File: src/rtl/blkcopy_step.sv
module blkcopy_step #(
  parameter int AW = 16,
  parameter int DW = 8
) (
  input  logic          clk,
  input  logic          rst_n,
  input  logic          start,
  input  logic          dir_down,
  input  logic          rpt,
  input  logic [DW-1:0] acc,
  input  logic [DW-1:0] data,
  input  logic [AW-1:0] bc_in,
  input  logic [AW-1:0] de_in,
  input  logic [AW-1:0] hl_in,
  input  logic [AW-1:0] insn_addr,
  input  logic [DW-1:0] flags_in,
  output logic [AW-1:0] bc_out,
  output logic [AW-1:0] de_out,
  output logic [AW-1:0] hl_out,
  output logic [AW-1:0] pc_out,
  output logic [DW-1:0] flags_out,
  output logic          mp_we,
  output logic [AW-1:0] mp_val,
  output logic          again,
  output logic [4:0]    tstates,
  output logic          done
);
  localparam logic [AW-1:0] ONE = AW'(1);
  localparam logic [4:0] T_LOOP = 5'd21;
  localparam logic [4:0] T_LAST = 5'd16;

  logic          cnt_live;
  logic          loop_c;
  logic [AW-1:0] step;
  logic [DW-1:0] sum;
  logic          yf, xf;
  logic [DW-1:0] f_next;

  assign cnt_live = (bc_in != ONE);
  assign loop_c   = rpt & cnt_live;
  assign step     = dir_down ? {AW{1'b1}} : ONE;
  assign sum      = acc + data;
  assign yf       = loop_c ? insn_addr[13] : sum[1];
  assign xf       = loop_c ? insn_addr[11] : sum[3];
  assign f_next   = {flags_in[7], flags_in[6], yf, 1'b0, xf, cnt_live, 1'b0, flags_in[0]};

  always_ff @(posedge clk or negedge rst_n) begin
    if (!rst_n) begin
      bc_out    <= '0;
      de_out    <= '0;
      hl_out    <= '0;
      pc_out    <= '0;
      flags_out <= '0;
      mp_we     <= 1'b0;
      mp_val    <= '0;
      again     <= 1'b0;
      tstates   <= '0;
      done      <= 1'b0;
    end else begin
      done <= start;
      if (start) begin
        bc_out    <= bc_in - ONE;
        de_out    <= de_in + step;
        hl_out    <= hl_in + step;
        pc_out    <= loop_c ? insn_addr : insn_addr + AW'(2);
        flags_out <= f_next;
        mp_we     <= loop_c;
        mp_val    <= loop_c ? insn_addr + ONE : '0;
        again     <= loop_c;
        tstates   <= loop_c ? T_LOOP : T_LAST;
      end
    end
  end
endmodule


File: config.mk
export PLATFORM = sky130hd
export DESIGN_NAME = blkcopy_step
export DESIGN_NICKNAME = d
export VERILOG_FILES = /design/src/rtl/blkcopy_step.sv
export SDC_FILE = /design/constraint.sdc
export NUM_CORES = 1
export LEC_CHECK = 0
export ABC_AREA = 1
export BUFFER_PORTS_ARGS = -buffer_cell sky130_fd_sc_hd__buf_2
export CAP_MARGIN = 20
export CORE_MARGIN = 2
export CORE_UTILIZATION = 45
export CTS_BUF_LIST = sky130_fd_sc_hd__clkbuf_4
export DETAILED_ROUTE_END_ITERATION = 7
export GPL_ROUTABILITY_DRIVEN = 0
export PLACE_DENSITY = 0.71
export SETUP_SLACK_MARGIN = 0.05
export SLEW_MARGIN = 5
export SYNTH_ARGS = -nofsm -noshare
export SYNTH_HDL_FRONTEND = slang
export SYNTH_SLANG_ARGS = --single-unit
File: constraint.sdc
create_clock -name clk -period 0.9 [get_ports clk]
set_clock_uncertainty 0.05 [all_clocks]
set_input_delay 0.27 -clock clk [delete_from_list [all_inputs] [get_ports clk]]
set_output_delay 0.27 -clock clk [all_outputs]
set_load 0.02 [all_outputs]
Word-level counts from Yosys, hierarchy flattened
Cells that the tools add are included.

Register bits: 93. Latch bits: 0. Bits in writable memories: 0. Bits in read-only memories: 0. Output and inout port bits: 96. Memories kept: 0.

Add/sub/neg operators: 6. $mul: 0. Divide/modulo/power cells: 0. Order comparisons: 0. Eq/ne operators: 1. Shifts and indexed selects: 0. Muxes and demuxes: 6. Bitwise operators: 1. Reduce and logical (&&, ||, !) cells: 0.

Operators with widths (count): 16-bit two-way mux (3); 16-bit adder (2); 16-bit by 1-bit adder with 16-bit output (second input constant) (1); 16-bit by 2-bit adder with 16-bit output (second input constant) (1); 16-bit by 1-bit != test with 1-bit output (second input constant) (1); 16-bit by 1-bit subtractor with 16-bit output (second input constant) (1); 4-bit adder (1); 3-bit two-way mux (1); 1-bit two-way mux (2); 1-bit bitwise AND (1).

Logic depth before layout (Yosys ltp)
Depth after elaboration: 3. Depth in mapped cells: 11. Depth with buffers taken out: 10.

Worst setup path before layout
OpenSTA, ideal clock, no wires.

Path type: input to register. Start point: input port dir_down. End point: register hl_out[8]. Setup time: 0.117 ns. Arrival: 1.388 ns. Required time: 0.733 ns. Slack: -0.655 ns. Stages: 8. Path buffers: 0. Path through: ha_1 or2_2 and2_1 nand2_1 nand2_1 xor2_1 nand2_1 nand2_1.

Cells in the longest elaborated chain, start to end: 2.

RTL lines: from (decl) (RTL line 8) `input logic dir_down,`; 16-bit two-way mux (RTL line 41) `assign step = dir_down ? {AW{1'b1}} : ONE;`; 16-bit adder (RTL line 64) `hl_out <= hl_in + step;`; to (signal assigned) (RTL line 64); to (decl) (RTL line 19) `output logic [AW-1:0] hl_out,`.

No other way between the ends. A chain may end at the register's enable or synchronous reset.

Worst setup path in the final report
Start point: register pc_out[5]. End point: output port pc_out[5].

RTL lines: from (decl) (RTL line 20) `output logic [AW-1:0] pc_out,`; from (signal assigned) (RTL line 65) `pc_out <= loop_c ? insn_addr : insn_addr + AW'(2);`.

No word-level cell between the ends.

==> results_dict.tcl <==
set metrics [dict create \
    synth_xor_area_share_pct 4.49 \
    synth_top_family_by_area "simple AND/OR/NAND/NOR gates" \
    cts.htree.levels 3 \
    grt_start_max_net_pins 46 \
    min_period_ns 1.44 \
    cts_root_buf "clkbuf_4" \
    fmax_ghz 0.693 \
    top_layer "met4" \
    min_from "bc_in[15]" \
    grt_pass1_vias 7241 \
    n_antenna_cell 0 \
    antenna_found_initial 0 \
    worstSetupStartpointType "flop" \
    synth_common_cells "nand2_1 (353), inv_1 (95), dfrtp_1 (89)" \
    ir_worst_vdd_uv 898 \
    worst_ep_required_time_ns 0.58 \
    multi_input_area_mm2 0.00497 \
    arrival_ns 1.12 \
    grt_first_pass_wirelength_mm 34.4 \
    syn_to_final_growth_pct 83.5 \
    final-seq-area_mm2 0.00223 \
    final_nets 1393 \
    vias_per_cell 5.23 \
    finalHoldViolCount 0 \
    fin_ws_ns -0.543 \
    critical_path.max_stage_delay_ns 0.47 \
    setup_viol 160 \
    setup.worst_path.start "pc_out[5]" \
    die_area_mm2 0.0148 \
    pwr_density_cell_mw_per_mm2 1260 \
    drt-initial-drc-count 447 \
    crit_buf_inv 1 \
    synth.distinct_cells 36 \
    first_pass_iters 5 \
    num_rows 43 \
    synth.avg_cell_area_um2 6.90 \
    violations "negative setup slack" \
    met2WireLength_mm 12.9 \
    synthesis.area_mm2 0.00624 \
    yosysWarnings 0 \
    async_flop_share_pct 100 \
    floorplan.initialDensity_pct 45.5 \
    wl_per_cell_um 16.7 \
    die_width_um 122 \
    syn_inst 904 \
    clock_latency_ns 0.48 \
    ant_nets 0 \
    worst_setup_path_end_kind "output pin" \
    synth_edf_count 0 \
    cts_tree "yes" \
    synth-adder-area-share_pct 7.46 \
    synth-seq-area-share_pct 35.7 \
    layout-drive-gt1-share_pct 54.0 \
    status "finished, violations left" \
    clockBufferDepth 2 \
    dp_hpwl_mm 14.5 \
    via_count 7577 \
    min_path_type "in2reg" \
    grt_usage_pct 29.2 \
    cts_made_buffers 9 \
    fp.dieH_um 122 \
    wl_mm 24.2 \
    synth_mux_area_share_pct 0 \
    maxSlewViolCount 0 \
    power.total_uw 14400 \
    crit_slowest_cell "dfrtp_1" \
    final.fill_count 716 \
    synth.most_common_cell "nand2_1" \
    leakage_uw 0.00576 \
    synth_compound_area_share_pct 6.68 \
    wl_met1_mm 9.03 \
    rsz0062_at_grt "true" \
    drc 0 \
    yosys.area_share.simple_pct 36.9 \
    ys.flop_type "dfrtp_1" \
    yosys-top-cells-area "dfrtp_1 (36%), nand2_1 (21%), ha_1 (6.8%)" \
    path_class "reg2out" \
    dr_wl_met3_mm 1.28 \
    rr_startpoint "de_out[5]" \
    core_mm2 0.0137 \
    synth_top_cell_by_area "dfrtp_1" \
    fin_hold_ws_ns 0.0372 \
    gr-total-overflow 0 \
    post-route-period-util_pct 160 \
    io_buffer_count 171 \
    clock-sinks 89 \
    clkTransAtPathRegs_ns 0.17 \
    drv_cap 0 \
    yosysTopAreaCellShare_pct 35.7 \
    path_cells "buf_6" \
    io_pins 189 \
    synth-seq-cells 89 \
    worst-path-max-fanout 2 \
    crit_family "flip-flops" \
]
==> power breakdown <==
| group | leakage [uW] | switching (uW) | internal (uW) |
|---|---|---|---|
| Sequential | 0.00107 | 424 | 4470 |
| Clock | 0.0000839 | 1610 | 1130 |
| Combinational | 0.00460 | 3440 | 3340 |
| Total | 0.00576 | 5470 | 8940 |
==> final timing paths <==
check | endpoint | slack (ns) | cells after the start
worst min-delay path | bc_out[15] | 0.04 | 4
worst max register to register | de_out[5] | -0.07 | 4
worst min register to register | pc_out[13] | 0.47 | 2
max in group asynchronous | de_out[10] | 0.26 | 3
worst max-delay path | pc_out[5] | -0.54 | 1
min in group asynchronous | bc_out[8] | 0.12 | 2
==> worst min-delay path, delay by kind of cell <==
family | cells | cell delay, ns
simple gates | 3 | 0.21
buf+inv | 1 | 0.09
==> stage by stage <==
step                instances  cell area, um2  TNS [ns]  worst slack (ns)  util, %
floorplan                 907            7060    -23.86            -0.515        -
global placement         1343            8920    -53.12            -0.934     65.0
detailed placement       1343            8920    -54.18            -0.961     65.0
CTS                      1416           10700    -54.01            -0.560     77.7
global route             1449           11500    -62.34            -0.615     83.5
finish                   1449           11500    -56.43            -0.543     83.5
==> kinds of logic after synthesis <==
logic type	count (synthesis)
buf+inv	129
other cells	1
compound gates	73
xor+xnor	32
flops	89
simple gates	544
fa+ha+maj	36
==> area by class of cell <==
cell class / instances / area share [%]
Clock inverter: 7 / 0.819
Inverter: 98 / 3.62
Sequential cell: 89 / 19.5
Clock buffer: 9 / 0.590
Multi-Input combinational cell: 689 / 43.4
Tap cell: 180 / 1.97
Timing Repair Buffer: 377 / 30.2
==> layout by cell type (no fill, tap or decap), types with 32 or more instances in the layout <==
cell	instances
nand2_1	248
buf_4	150
buf_6	130
dfrtp_1	88
inv_1	74
nand2_2	71
buf_2	66
nand3_1	44
nand2_4	37
nor2_1	34
ha_4	32
==> what timing repair did <==
item,in CTS,in global routing
gates cloned,3,0
buffers inserted,48,40
gates resized for setup,320,156
endpoints found under the setup margin,159,164
pin swaps,118,134
hold buffers,8,0
hold endpoints to repair,96,0
==> state kept, by name, summed over array words and instances (netlist names) <==
name	cells
tstates	2
de_out	16
done	1
mp_val	16
pc_out	16
hl_out	16
bc_out	16
flags_out	6
==> per-layer routing <==
metal	vias to the layer above	track usage [%]
li1	3572	-
met1	3597	33.9
met5	-	0
met4	0	11.9
met2	320	52.4
met3	88	5.95
(Power assumes the default switching activity.)
